<file path="config.mk">
export PLATFORM = sky130hd
export DESIGN_NAME = dcap_ctrl
export DESIGN_NICKNAME = d
export VERILOG_FILES = /design/src/rtl/dcap_pkg.sv /design/src/rtl/dcap_trig.sv /design/src/rtl/dcap_decim.sv /design/src/rtl/dcap_ctrl.sv
export SDC_FILE = /design/constraint.sdc
export NUM_CORES = 1
export LEC_CHECK = 0
export BUFFER_PORTS_ARGS = -buffer_cell sky130_fd_sc_hd__clkbuf_2
export CAP_MARGIN = 5
export CORE_MARGIN = 2
export CORE_UTILIZATION = 30
export DETAILED_ROUTE_END_ITERATION = 7
export PLACE_DENSITY = 0.48
export SYNTH_ARGS = -nofsm -noshare
export SYNTH_HDL_FRONTEND = slang
export SYNTH_SLANG_ARGS = --single-unit
</file>
<file path="constraint.sdc">
create_clock -name clk -period 5.95 [get_ports clk]
set_clock_uncertainty 0.2 [all_clocks]
set_input_delay 0.2975 -clock clk [delete_from_list [all_inputs] [get_ports clk]]
set_output_delay 0.2975 -clock clk [all_outputs]
set_load 0.05 [all_outputs]
</file>
<file path="src/rtl/dcap_pkg.sv">
package dcap_pkg;
  typedef enum logic [2:0] {
    ST_IDLE,
    ST_ARMED,
    ST_CAPTURE,
    ST_READOUT,
    ST_DONE
  } dcap_state_e;
endpackage

</file>
<file path="src/rtl/dcap_trig.sv">
module dcap_trig #(
  parameter int DW = 8
) (
  input  logic          clk,
  input  logic          rst_n,
  input  logic          clr,
  input  logic          en,
  input  logic [DW-1:0] smp,
  input  logic [DW-1:0] level,
  output logic          fire
);
  logic [DW-1:0] prev_q;
  logic          have_q;

  assign fire = en && have_q && (prev_q < level) && (smp >= level);

  always_ff @(posedge clk or negedge rst_n) begin
    if (!rst_n) begin
      prev_q <= '0;
      have_q <= 1'b0;
    end else if (clr) begin
      have_q <= 1'b0;
    end else if (en) begin
      prev_q <= smp;
      have_q <= 1'b1;
    end
  end

  // a crossing needs a valid sample seen since arming
  a_r4_history_first: assert property (@(posedge clk) disable iff (!rst_n)
    clr |=> !fire);
endmodule

</file>
<file path="src/rtl/dcap_decim.sv">
module dcap_decim #(
  parameter int DECW = 4
) (
  input  logic            clk,
  input  logic            rst_n,
  input  logic            restart,
  input  logic            step,
  input  logic [DECW-1:0] factor,
  output logic            keep
);
  logic [DECW-1:0] cnt_q;
  logic [DECW-1:0] cnt_d;
  logic [DECW-1:0] fe;

  assign fe   = (factor == '0) ? DECW'(1) : factor;
  assign keep = step && (cnt_q == fe - DECW'(1));

  always_comb begin
    cnt_d = cnt_q;
    if (restart)   cnt_d = '0;
    else if (keep) cnt_d = '0;
    else if (step) cnt_d = cnt_q + DECW'(1);
  end

  always_ff @(posedge clk or negedge rst_n) begin
    if (!rst_n) cnt_q <= '0;
    else        cnt_q <= cnt_d;
  end

  // the phase counter never passes the factor while stepping
  a_r6_cnt_below_factor: assert property (@(posedge clk) disable iff (!rst_n)
    step |-> cnt_q < fe);
endmodule

</file>
<file path="src/rtl/dcap_ctrl.sv">
module dcap_ctrl
  import dcap_pkg::*;
#(
  parameter int DW    = 8,
  parameter int DECW  = 4,
  parameter int FRAME = 1024,
  localparam int AW   = (FRAME > 1) ? $clog2(FRAME) : 1
) (
  input  logic            clk,
  input  logic            rst_n,
  input  logic            start_i,
  input  logic            smp_valid_i,
  input  logic [DW-1:0]   smp_data_i,
  input  logic [DW-1:0]   trig_level_i,
  input  logic [DECW-1:0] decim_i,
  input  logic            tx_ready_i,
  output logic            wr_en_o,
  output logic [AW-1:0]   wr_addr_o,
  output logic [DW-1:0]   wr_data_o,
  output logic            rd_en_o,
  output logic [AW-1:0]   rd_addr_o,
  output logic            busy_o,
  output logic            done_o
);
  localparam logic [AW-1:0] LAST = AW'(FRAME - 1);

  dcap_state_e     st_q, st_d;
  logic [AW-1:0]   addr_q, addr_d;
  logic [DW-1:0]   lvl_q;
  logic [DECW-1:0] dec_q;
  logic            cfg_ld;
  logic            fire, keep;

  dcap_trig #(.DW(DW)) i_trig (
    .clk   (clk),
    .rst_n (rst_n),
    .clr   (cfg_ld),
    .en    (st_q == ST_ARMED && smp_valid_i),
    .smp   (smp_data_i),
    .level (lvl_q),
    .fire  (fire)
  );

  dcap_decim #(.DECW(DECW)) i_decim (
    .clk     (clk),
    .rst_n   (rst_n),
    .restart (fire),
    .step    (st_q == ST_CAPTURE && smp_valid_i),
    .factor  (dec_q),
    .keep    (keep)
  );

  always_comb begin
    st_d    = st_q;
    addr_d  = addr_q;
    cfg_ld  = 1'b0;
    wr_en_o = 1'b0;
    rd_en_o = 1'b0;
    unique case (st_q)
      ST_IDLE: if (start_i) begin
        st_d   = ST_ARMED;
        cfg_ld = 1'b1;
        addr_d = '0;
      end
      ST_ARMED, ST_CAPTURE: if ((st_q == ST_ARMED) ? fire : keep) begin
        wr_en_o = 1'b1;
        if (addr_q == LAST) begin
          st_d   = ST_READOUT;
          addr_d = '0;
        end else begin
          st_d   = ST_CAPTURE;
          addr_d = addr_q + AW'(1);
        end
      end
      ST_READOUT: if (tx_ready_i) begin
        rd_en_o = 1'b1;
        if (addr_q == LAST) begin
          st_d   = ST_DONE;
          addr_d = '0;
        end else begin
          addr_d = addr_q + AW'(1);
        end
      end
      ST_DONE: st_d = ST_IDLE;
      default: st_d = ST_IDLE;
    endcase
  end

  always_ff @(posedge clk or negedge rst_n) begin
    if (!rst_n) begin
      st_q   <= ST_IDLE;
      addr_q <= '0;
    end else begin
      st_q   <= st_d;
      addr_q <= addr_d;
    end
  end

  always_ff @(posedge clk or negedge rst_n) begin
    if (!rst_n) begin
      lvl_q <= '0;
      dec_q <= '0;
    end else if (cfg_ld) begin
      lvl_q <= trig_level_i;
      dec_q <= decim_i;
    end
  end

  assign wr_addr_o = addr_q;
  assign wr_data_o = smp_data_i;
  assign rd_addr_o = addr_q;
  assign busy_o    = (st_q == ST_ARMED) || (st_q == ST_CAPTURE) || (st_q == ST_READOUT);
  assign done_o    = (st_q == ST_DONE);

  // no re-arming once capture or readout is under way
  a_r2_no_rearm: assert property (@(posedge clk) disable iff (!rst_n)
    (st_q == ST_CAPTURE || st_q == ST_READOUT || st_q == ST_DONE) |=> st_q != ST_ARMED);
  // a read is only issued toward a ready transmitter
  a_r8_rd_needs_ready: assert property (@(posedge clk) disable iff (!rst_n)
    rd_en_o |-> tx_ready_i);
  // reads and writes never overlap
  a_r8_rd_wr_apart: assert property (@(posedge clk) disable iff (!rst_n)
    !(rd_en_o && wr_en_o));
  // completion lasts one cycle and follows the final read
  a_r9_done_single: assert property (@(posedge clk) disable iff (!rst_n)
    done_o |=> !done_o);
  a_r9_done_after_read: assert property (@(posedge clk) disable iff (!rst_n)
    $rose(done_o) |-> $past(rd_en_o));
endmodule

</file>
==> metrics, run 1 <==
status=completed; worst-case clock buffer depth=2; Layout area overhead=14.67%; reg-to-reg slack, setup=about 2.9 ns; I/O Pins=between 50 and 60; crit-path cells=nor3_1 > nor2_1 > ha_1 > xor2_1 > xnor2_1 > nand3_1 > nor3_2 > inv_1 > nand2_1 > clkbuf_2; share of layout cells above drive strength 1=31.65%; commonest non-fill, non-tap cells in the layout=56 x clkbuf_2, 38 x dfrtp_1, 19 x nand2_1; Slew @ Worst Pin=0.9657 ns; Synth Net Count=279; clock slew at reported path FFs=~0.090 ns; placed inst area=approximately 2600 um2; Pint=0.7683 mW; Switching Power=around 0.61 mW; Yosys reg bits=38; number of library cell types mapped by synthesis=46; largest net degree at the start of global routing=39; ys flop type=dfrtp_1; min Tclk post-route=3.456 ns; Die ar.=8870 um2; setup TNS=0 ns; H-tree depth=2; EDFF count, synth=0; Power Density=493.6 nW/um2; # fillers=809; Post-Route WL=5.117 mm; crit path DAT=2.96 ns; Setup crit start kind=flip-flop; post-synthesis sequential area ratio=38.97%; maximum vdd ir drop=0.1317 mV; mean number of vias per cell=around 4.6; Starting Density=31.25%; total grt overflow=0; Critical-path top delay cell=nor3_2; Initial DRC Count=46; PortBufs=56; final setup vio count=0; Setup Fix Bufs, Post-CTS=0; worst r2r src=dec_q[1]$_DFFE_PN0P_; first-pass GRT wire length=8.411 mm; CTS Buf Count=5; final max-slew violation count=0; WP buf/inv=2; per-cell routed wire length=~13 um; # DRC=0; initial antenna violation count=0; core area=around 8000 um2; vias post-DR=approximately 1,800; LEAKAGE=1.419 nW; diode count=0; Final Cycle Share=58.08%; Worst path depth=10; Critical Path End Type=output port; vias in the first global route=1,677; Reg2Reg Depth=10; synthesized area=2440 um2; NumNets Final=between 300 and 400; CP endpoint=wr_en_o; 1st-pass router iterations=4; DIE WIDTH=~94 um; warnings from Yosys=0; Synth Area per Inst=10.34 um2; FFs w/ async S/R, synth=100.0%; overall global routing resource usage=12.23%; Sw Ratio=44.37%; CTS tree=yes; Layout Cell Area excl Fill=approximately 2800 um2; crit path from=dec_q[1]$_DFFE_PN0P_; CTS root buf=clkbuf_8; Hold Vio Cnt, Final=0; cell row count=32; commonest non-fill, non-tap cell in the layout=clkbuf_2; Detail Route Antenna Nets=0; Logic pwr share=roughly half; f_max=289.4 MHz; Max-slew headroom=35.62%; Worst Hold Class=in -> reg; worst setup path class=reg -> out; Top delay family on crit path=simple AND/OR/NAND/NOR gates; WL met1=2.659 mm; Skew-Pair Late Insertion Delay=0.30 ns; Synth Instances=236; Crit Reg-Reg Endpoint=rd_addr_o[8]$_DFFE_PN0P_; Critical Path Max Stage Delay=0.61 ns; Worst Path Max Fanout=11; Die Ht=94.18 um; clock sink count=38; WL met2=approximately 2.3 mm; RSZ-0062 raised after global routing=no; WP data required=between 5 and 6 ns; dpl hpwl=3.733 mm; sequential share of power=32.6%; Met3 Wirelength=132 um; Clk pwr share=16.6%; top routing layer used=met4; Max Cap Viol=0; routability cong.=0.7069
==> how the worst min path moves through the flow <==
stage               cells past startpoint                            to  slack, ns                          from
global route                            3          lvl_q[2]$_DFFE_PN0P_       0.02               trig_level_i[2]
floorplan                               0          dec_q[0]$_DFFE_PN0P_      -0.20                         rst_n
CTS                                     3          lvl_q[6]$_DFFE_PN0P_      0.004               trig_level_i[6]
global placement                        1  i_trig.prev_q[0]$_DFFE_PN0P_       0.29  i_trig.prev_q[0]$_DFFE_PN0P_
detailed placement                      1  i_trig.prev_q[0]$_DFFE_PN0P_       0.29  i_trig.prev_q[0]$_DFFE_PN0P_
finish                                  3          lvl_q[6]$_DFFE_PN0P_      0.004               trig_level_i[6]
==> flip-flops by register name, summed over array words and instances, names as in the netlist <==
name	cells
i_trig.prev_q	8
i_decim.cnt_q	4
i_trig.have_q	1
rd_addr_o	10
dec_q	4
st_q	3
lvl_q	8
==> per-layer routing <==
layer,up-vias,GRT usage [%]
met5,-,0
met4,0,3.986
met3,7,2.809
met2,26,18.21
met1,805,17.41
li1,920,-
==> cells by family after synthesis <==
| logic type | Yosys count | synth area share (%) |
|---|---|---|
| compound gates | 48 | 14.82 |
| xor+xnor | 14 | 5.026 |
| fa+ha+maj | 18 | 9.231 |
| buf+inv | 42 | 11.18 |
| flops | 38 | 38.97 |
| mux | 12 | 5.487 |
| simple gates | 64 | 15.28 |
==> what timing repair did <==
item | CTS | global route
resized for setup | 0 | 0
endpoints found under the hold margin | 30 | 0
hold buffers | 5 | 0
==> stage by stage <==
step / util [%] / power, mW / setup WS, ns / instances / hold WS (ns)
floorplan: - / 1.040 / 3.349 / 236 / -0.1981
global placement: 33.75 / 1.157 / 2.927 / 368 / 0.2860
detailed placement: 33.75 / 1.160 / 2.857 / 368 / 0.2936
CTS: 35.83 / 1.396 / 2.521 / 380 / 0.004229
global route: 35.83 / 1.504 / 2.236 / 380 / 0.02226
finish: 35.83 / 1.381 / 2.494 / 380 / 0.004326
==> power groups by stage <==
stage / Sequential [mW] / Combinational, mW / Clock (mW)
after floorplan: 0.473 / 0.567 / 0
after global placement: 0.453 / 0.704 / 0
after detailed placement: 0.456 / 0.704 / 0
after CTS: 0.451 / 0.710 / 0.235
after global routing: 0.469 / 0.788 / 0.248
final: 0.450 / 0.702 / 0.229
==> layout make-up <==
cell class	count	area, um2	share of cell area [%]
multi-input combinational	156	1216	43.47
sequential	38	950.9	33.99
timing repair buffer	61	330.3	11.81
tap	102	127.6	4.562
clock buffer	6	82.58	2.952
inverter	16	60.06	2.147
clock inverter	1	30.03	1.073
==> worst reg2reg max path: cells and delay by family (launching register included) <==
family                     cells  cell delay [ns]
xor gates and xnor gates       2             0.29
DFF                            1             0.41
adders and majority gates      1             0.21
buffers and inverters          1             0.20
AOI/OAI and AO/OA              2             0.60
and+or+nand+nor                4             1.05
==> synth_stat cells, types with 2 or more instances <==
cell type	instances	share of area, %
dfrtp_1	38	39
nand2_1	19	2.9
buf_4	18	5.5
ha_1	18	9.2
inv_1	16	2.5
o21ai_0	15	3.1
mux2_2	11	5.1
xor2_1	11	3.9
nor2_1	10	1.5
a21oi_1	7	1.4
a32o_1	6	2.5
and3_1	5	1.3
buf_6	5	2.3
nand3_1	5	1.0
or4_1	5	1.5
and3_2	4	1.2
a21o_1	3	0.92
nor4b_1	3	1.1
xnor2_1	3	1.1
a21o_2	2	0.72
a221oi_2	2	1.2
a22o_1	2	0.72
a311o_1	2	0.82
nand4_1	2	0.51
nor3_1	2	0.41
o31ai_2	2	1.0
Note: power is estimated with default switching activity, not from simulation.
==> run 2: changes to the inputs <==
==> constraint.sdc (replaced) <==
create_clock -name clk -period 3.4 [get_ports clk]
set_clock_uncertainty 0.2 [all_clocks]
set_input_delay 0.17 -clock clk [delete_from_list [all_inputs] [get_ports clk]]
set_output_delay 0.17 -clock clk [all_outputs]
set_load 0.05 [all_outputs]
==> run 2 against run 1 <==
Sequential share of layout area down 1.7 points. Flip-flop and latch count is the same. Largest power group unchanged. Global-route usage rose by 0.89 points. Via count is 5.6% higher. Final cell count grew 4.5%. Critical path type is now in -> out.
==> metrics, run 2 (synthesis gave the netlist of run 1 again) <==
worst setup path class=in -> out; Sw Ratio=45.54% (+1.2 points); cell row count=32 (unchanged); initial antenna violation count=0 (unchanged); clock sink count=38 (unchanged); vias in the first global route=1,886 (+12%); first-pass GRT wire length=9.087 mm (+8.0%); Critical Path End Type=output port; CTS root buf=clkbuf_8; diode count=0 (unchanged); NumNets Final=339 (+5.6%); per-cell routed wire length=13.70 um (+1.7%); sequential share of power=33.4% (+0.8 points); commonest non-fill, non-tap cell in the layout=clkbuf_2; Die ar.=8870 um2 (unchanged); Crit Reg-Reg Endpoint=rd_addr_o[1]$_DFFE_PN0P_; Slew @ Worst Pin=0.9736 ns (+0.007892 ns); Die Ht=94.18 um (unchanged); reg-to-reg slack, setup=0.76 ns (-2.12 ns); Max-slew headroom=35.10% (-0.53 points); maximum vdd ir drop=0.3103 mV (+140%); commonest non-fill, non-tap cells in the layout=56 x clkbuf_2, 38 x dfrtp_1, 21 x dlygate4sd3_1; CTS Buf Count=5 (unchanged); Setup Fix Bufs, Post-CTS=0 (unchanged); largest net degree at the start of global routing=39 (unchanged); share of layout cells above drive strength 1=30.17% (-1.5 points); core area=7807 um2 (unchanged); crit path DAT=2.56 ns (-0.40 ns); hold path endpoint=i_decim.cnt_q[1]$_DFFE_PN0P_; I/O Pins=57 (unchanged); vias post-DR=1,856 (+5.6%); PortBufs=56 (unchanged); RSZ-0062 raised after global routing=no; min Tclk post-route=approximately 3 ns; max reg flops=10 (unchanged); Skew-Pair Late Insertion Delay=0.29 ns (about the same); Switching Power=1.075 mW (+76%); f_max=341.3 MHz; dpl hpwl=3.884 mm (+4.1%); Initial DRC Count=62 (+35%); WP data required=3.03 ns (-2.42 ns); Final Cycle Share=86.17%; status=completed; Reg2Reg Depth=8 (-2); Layout area overhead=20.62%; Detail Route Antenna Nets=0 (unchanged); Hold Startpoint=smp_valid_i; setup TNS=0 ns (unchanged); Worst Hold Class=in -> reg; post-placement cell count=370 (+0.54%); Clk pwr share=13.4% (-3.2 points); clock slew at reported path FFs=0.07 ns (-0.02 ns); Max Cap Viol=0 (unchanged); total power=2.361 mW (+71%); Hold Vio Cnt, Final=0 (unchanged); Post-Route WL=5.439 mm (+6.3%); Starting Density=31.25% (unchanged); mean number of vias per cell=4.675 (+1.1%); Critical-path top delay cell=dlygate4sd3_1; DIE WIDTH=94.18 um (unchanged); routability cong.=0.7703 (+9.0%); worst-case clock buffer depth=2 (unchanged); Critical Path Max Stage Delay=0.53 ns (-0.08 ns); total grt overflow=0 (unchanged); crit-path cells=dlygate4sd3_1 > clkbuf_2 > inv_1 > ha_1 > nor2b_1 > o21ai_0 > nand4_1 > a221oi_2 > nand2_1 > nand2_1 > clkbuf_2; Worst Path Max Fanout=6 (-5); final setup vio count=0 (unchanged); 1st-pass router iterations=4 (unchanged); H-tree depth=2 (unchanged); Power Density=802.4 nW/um2 (+63%); # DRC=0 (unchanged); hold depth=4 (+1); Logic pwr share=53.2% (+2.4 points); Pint=1.286 mW (+67%); worst r2r src=lvl_q[7]$_DFFE_PN0P_; LEAKAGE=1.482 nW (+4.5%); overall global routing resource usage=13.12% (+0.89 points); Final Non-Filler Cells=397 (+4.5%); final max-slew violation count=0 (unchanged); CTS tree=yes; Setup crit start kind=primary input
## run 2: cell count changes in the layout (fill, tap and decap cells not counted), sizes merged
| cell | delta |
|---|---|
| buf | +2 |
| bufinv | -1 |
| dlygate4sd3 | +16 |
## run 2: layout make-up
class	instances	area [um2]
inverter	16	60.06
timing repair buffer	79	505.5
tap	102	127.6
sequential	38	950.9
multi-input combinational	156	1216
clock buffer	6	82.58
fill	801	4865
## run 2: repair_timing
| item | 4_1_cts | 5_1_grt |
|---|---|---|
| endpoints found under the hold margin | 58 | 0 |
| resized for setup | 0 | 0 |
| hold buffers | 21 | 0 |
| setup endpoints to repair | 0 | 0 |
## run 2: power groups by stage
| stage | logic [mW] | clock network, mW | registers (mW) |
|---|---|---|---|
| floorplan | 0.992 | 0 | 0.828 |
| global placement | 1.24 | 0 | 0.796 |
| CTS | 1.27 | 0.326 | 0.791 |
| detailed placement | 1.25 | 0 | 0.800 |
| finish | 1.26 | 0.317 | 0.788 |
| global route | 1.42 | 0.349 | 0.817 |
## run 2: stage by stage
stage               hold WS (ns)  setup WS (ns)  cell area (um2)  util [%]
floorplan                -0.3256         0.7990             2440         -
global placement          0.1717         0.8103             2650     33.94
detailed placement        0.1833         0.7629             2650     33.94
CTS                       0.1517         0.4539             2943     37.69
global route              0.1766         0.2111             2943     37.69
finish                    0.1605         0.4703             2943     37.69
## run 2: per-layer routing
layer | vias to the layer above | global-route usage [%] | part of all wire (%)
met5 | - | 0 | 0
met4 | 0 | 4.831 | 1.5
met3 | 5 | 2.809 | 3.0
met2 | 26 | 20.77 | 47
met1 | 875 | 17.57 | 49
li1 | 950 | - | -
## run 2: critical path: cells and delay by family
kind	cells	cell delay, ns
buffers and inverters	4	1.00
adder cells (fa/ha/maj)	1	0.26
AND/OR/NAND/NOR	4	0.60
AO/OA/AOI/OAI	2	0.52
## run 2: how the worst max path moves through the flow
stage,startpoint,end,slack (ns),cells after the start
after global placement,lvl_q[6]$_DFFE_PN0P_,rd_addr_o[3]$_DFFE_PN0P_,0.81,8
after detailed placement,rd_addr_o[0]$_DFFE_PN0P_,rd_addr_o[0]$_DFFE_PN0P_,0.76,8
after CTS,smp_data_i[0],wr_en_o,0.45,11
final,smp_data_i[0],wr_en_o,0.47,11
after global routing,smp_data_i[0],wr_en_o,0.21,11
after floorplan,rd_addr_o[0]$_DFFE_PN0P_,rd_addr_o[0]$_DFFE_PN0P_,0.80,8
==> run 3: changes to the inputs <==
--- a/config.mk
+++ b/config.mk
@@ -6,11 +6,12 @@
 export NUM_CORES = 1
 export LEC_CHECK = 0
 export BUFFER_PORTS_ARGS = -buffer_cell sky130_fd_sc_hd__clkbuf_2
-export CAP_MARGIN = 5
 export CORE_MARGIN = 2
 export CORE_UTILIZATION = 30
 export DETAILED_ROUTE_END_ITERATION = 7
 export PLACE_DENSITY = 0.48
+export SLEW_MARGIN = 40
 export SYNTH_ARGS = -nofsm -noshare
 export SYNTH_HDL_FRONTEND = slang
+export SYNTH_HIERARCHICAL = 1
 export SYNTH_SLANG_ARGS = --single-unit
==> run 3 against run 2 <==
Flip-flop and latch count did not move. Via count up 5.2%. Hold slack lost 0.12 ns. Sequential share of layout area shrank 1.2 points. Critical path type is now reg -> out. Largest cell class unchanged. Largest power group unchanged.
==> metrics, run 3 <==
vias post-DR=1,952 (+5.2%); cell taking the most area after synthesis=dfrtp_1; Hold Vio Cnt, Final=0 (unchanged); Starting Density=31.25% (unchanged); # DRC=0 (unchanged); Skew-Pair Late Insertion Delay=0.29 ns (about the same); PortBufs=56 (unchanged); core area=7807 um2 (unchanged); CTS root buf=clkbuf_8; diode count=0 (unchanged); Critical Path End Type=output port; per-cell routed wire length=13.55 um (-1.1%); Crit Reg-Reg Endpoint=rd_addr_o[0]$_DFFE_PN0P_; Synth Instances=236 (unchanged); ys flop type=dfrtp_1; reg-to-reg slack, setup=0.34 ns (-0.42 ns); initial antenna violation count=0 (unchanged); maximum vdd ir drop=0.3941 mV (+27%); mux share of post-synthesis cell area=10.62% (+5.1 points); post-synthesis sequential area ratio=38.97% (unchanged); synth top area cells=dfrtp_1 39%, mux2_2 9.7%, ha_1 9.2%; first-pass GRT wire length=9.177 mm (+0.99%); DIE WIDTH=94.18 um (unchanged); share of layout cells above drive strength 1=34.44% (+4.3 points); Synth Area per Inst=10.34 um2 (unchanged); RSZ-0062 raised after global routing=no; WP data required=3.03 ns (about the same); Worst Path Max Fanout=8 (+2); Power Density=781.7 nW/um2 (-2.6%); area share of fa/ha/maj cells after synthesis=9.231% (unchanged); Post-Synth XOR/XNOR Area=1.436% (-3.6 points); Post-Route WL=5.475 mm (+0.66%); hold path endpoint=st_q[0]$_DFFE_PN0P_; worst-case clock buffer depth=2 (unchanged); number of library cell types mapped by synthesis=52 (+13%); Synth top cells by count=38 x dfrtp_1, 21 x mux2_2, 18 x buf_4, 18 x ha_1, 14 x nand2_1; final max-slew violation count=0 (unchanged); Max-slew headroom=51.12% (+16 points); total grt overflow=0 (unchanged); Detail Route Antenna Nets=0 (unchanged); EDFF count, synth=0 (unchanged); Reg2Reg Depth=12 (+4); I/O Pins=57 (unchanged); largest family of logic cells by synthesized area=compound AO/OA/AOI/OAI gates; overall global routing resource usage=13.19% (+0.070 points); Critical Path Max Stage Delay=0.61 ns (+0.08 ns); hold depth=3 (-1); hold_ws=0.04532 ns (-0.1152 ns); min Tclk post-route=3.112 ns (+0.1820 ns); warnings from Yosys=6 (+6); NumNets Final=344 (+1.5%); max reg flops=10 (unchanged); commonest non-fill, non-tap cell in the layout=clkbuf_2; setup TNS=0 ns (unchanged); Synth Net Count=279 (unchanged); post-synthesis simple-gate area fraction=15.33% (+0.051 points); Top delay family on crit path=simple AND/OR/NAND/NOR gates; Layout area overhead=25.38%; largest net degree at the start of global routing=39 (unchanged); Critical-path top delay cell=nor4b_1; Die Ht=94.18 um (unchanged); CTS tree=yes; Hold Startpoint=tx_ready_i; Layout Utilization=39.18% (+1.5 points); cell row count=32 (unchanged); final setup vio count=0 (unchanged); total power=2.391 mW (+1.3%); post-synth top area share=38.97% (unchanged); Yosys reg bits=38 (unchanged); synthesized area=2440 um2 (unchanged); CTS Buf Count=5 (unchanged); WP buf/inv=2 (-2); Setup crit start kind=flip-flop; Slew @ Worst Pin=0.7276 ns (-0.2459 ns); worst setup path class=reg -> out; Die ar.=8870 um2 (unchanged); routability cong.=0.8564 (+11%); Max Cap Viol=0 (unchanged); post-synthesis compound-gate area fraction=15.54% (+0.72 points); most frequent cell after synthesis=dfrtp_1; f_max=321.4 MHz (-5.8%); worst r2r src=dec_q[3]$_DFFE_PN0P_; 1st-pass router iterations=4 (unchanged); mean number of vias per cell=4.832 (+3.4%); Final Cycle Share=91.52% (+5.4 points); crit-path cells=nor4b_1 > nand2_1 > a211oi_2 > o211a_1 > buf_4 > nand3b_1 > a21oi_1 > clkbuf_2; Initial DRC Count=69 (+11%); H-tree depth=2 (unchanged); vias in the first global route=1,919 (+1.7%); status=completed; dpl hpwl=3.918 mm (+0.87%); LEAKAGE=1.433 nW (-3.3%); # fillers=775 (-3.2%); clock slew at reported path FFs=0.08 ns (about the same); clock sink count=38 (unchanged); crit path DAT=2.74 ns (+0.18 ns); Worst Hold Class=in -> reg; FFs w/ async S/R, synth=100.0% (unchanged); commonest non-fill, non-tap cells in the layout=55 x clkbuf_2, 38 x dfrtp_1, 21 x mux2_2, 21 x dlygate4sd3_1, 18 x ha_1
-- run 3: changes by cell type after synthesis, moves of 4 or more --
| cell | delta |
|---|---|
| nand2_1 | -5 |
| mux2_2 | +10 |
| a32o_1 | -6 |
| or4_1 | -4 |
| inv_1 | -4 |
| buf_2 | +4 |
| o21ai_0 | -10 |
| xor2_1 | -10 |
| buf_6 | -5 |
| and3_2 | -4 |
-- run 3: worst register-to-register path, delay by kind of cell (launching register included) --
kind                       cells  cell delay, ns
xor gates and xnor gates       2            0.35
and+or+nand+nor                6            0.82
muxes                          2            0.80
adders and majority gates      1            0.21
DFF                            1            0.44
AOI/OAI and AO/OA              1            0.13
-- run 3: area by class of cell --
class | instances | area (um2) | area share, %
Tap cell | 102 | 127.6 | 4.172
Clock inverter | 3 | 40.04 | 1.309
Timing Repair Buffer | 84 | 545.5 | 17.83
Inverter | 12 | 45.04 | 1.472
Multi-Input combinational cell | 160 | 1281 | 41.88
Clock buffer | 5 | 68.82 | 2.249
Sequential cell | 38 | 950.9 | 31.08
-- run 3: report_power, final --
part           switching (mW)  leakage, nW  internal [mW]
clock                   0.168       0.0579          0.216
sequential              0.151        0.473          0.622
combinational           0.704        0.902          0.532
-- run 3: worst max-delay path by stage --
stage / slack (ns) / startpoint / cells after the start / to
floorplan: 0.42 / st_q[1]$_DFFE_PN0P_ / 8 / st_q[1]$_DFFE_PN0P_
global placement: 0.32 / dec_q[3]$_DFFE_PN0P_ / 12 / rd_addr_o[0]$_DFFE_PN0P_
detailed placement: 0.18 / dec_q[3]$_DFFE_PN0P_ / 12 / rd_addr_o[0]$_DFFE_PN0P_
CTS: 0.16 / dec_q[3]$_DFFE_PN0P_ / 12 / rd_addr_o[0]$_DFFE_PN0P_
global route: 0.08 / dec_q[3]$_DFFE_PN0P_ / 12 / rd_addr_o[0]$_DFFE_PN0P_
finish: 0.29 / st_q[2]$_DFFE_PN0P_ / 8 / wr_en_o
-- run 3: repair_timing --
item | 4_1_cts | 5_1_grt
resized for setup | 0 | 2
hold buffers | 21 | 0
buffers inserted | 0 | 1
endpoints found under the setup margin | 0 | 9
hold endpoints to repair | 58 | 0
-- run 3: routing by layer --
metal  vias up  GRT usage [%]  share of wire (%)
met2        42          20.95                 46
met1       930          17.78                 49
met5         -              0                  0
met4         0          4.831                1.6
li1        973              -                  -
met3         7          2.568                3.2
-- run 3: cells by family (layout without fill, tap and decap cells) --
kind of cell	Yosys count	count (layout)
compound gates	49	49
xor+xnor	4	4
fa+ha+maj	18	18
buf+inv	38	104
flops	38	38
mux	22	22
simple gates	67	67
-- run 3: per-stage QoR --
stage,instances,setup WS (ns),area (um2)
after floorplan,236,0.4160,2440
after global placement,374,0.3217,2721
after detailed placement,374,0.1814,2724
after CTS,403,0.1574,3043
after global routing,404,0.08208,3059
final,404,0.2883,3059
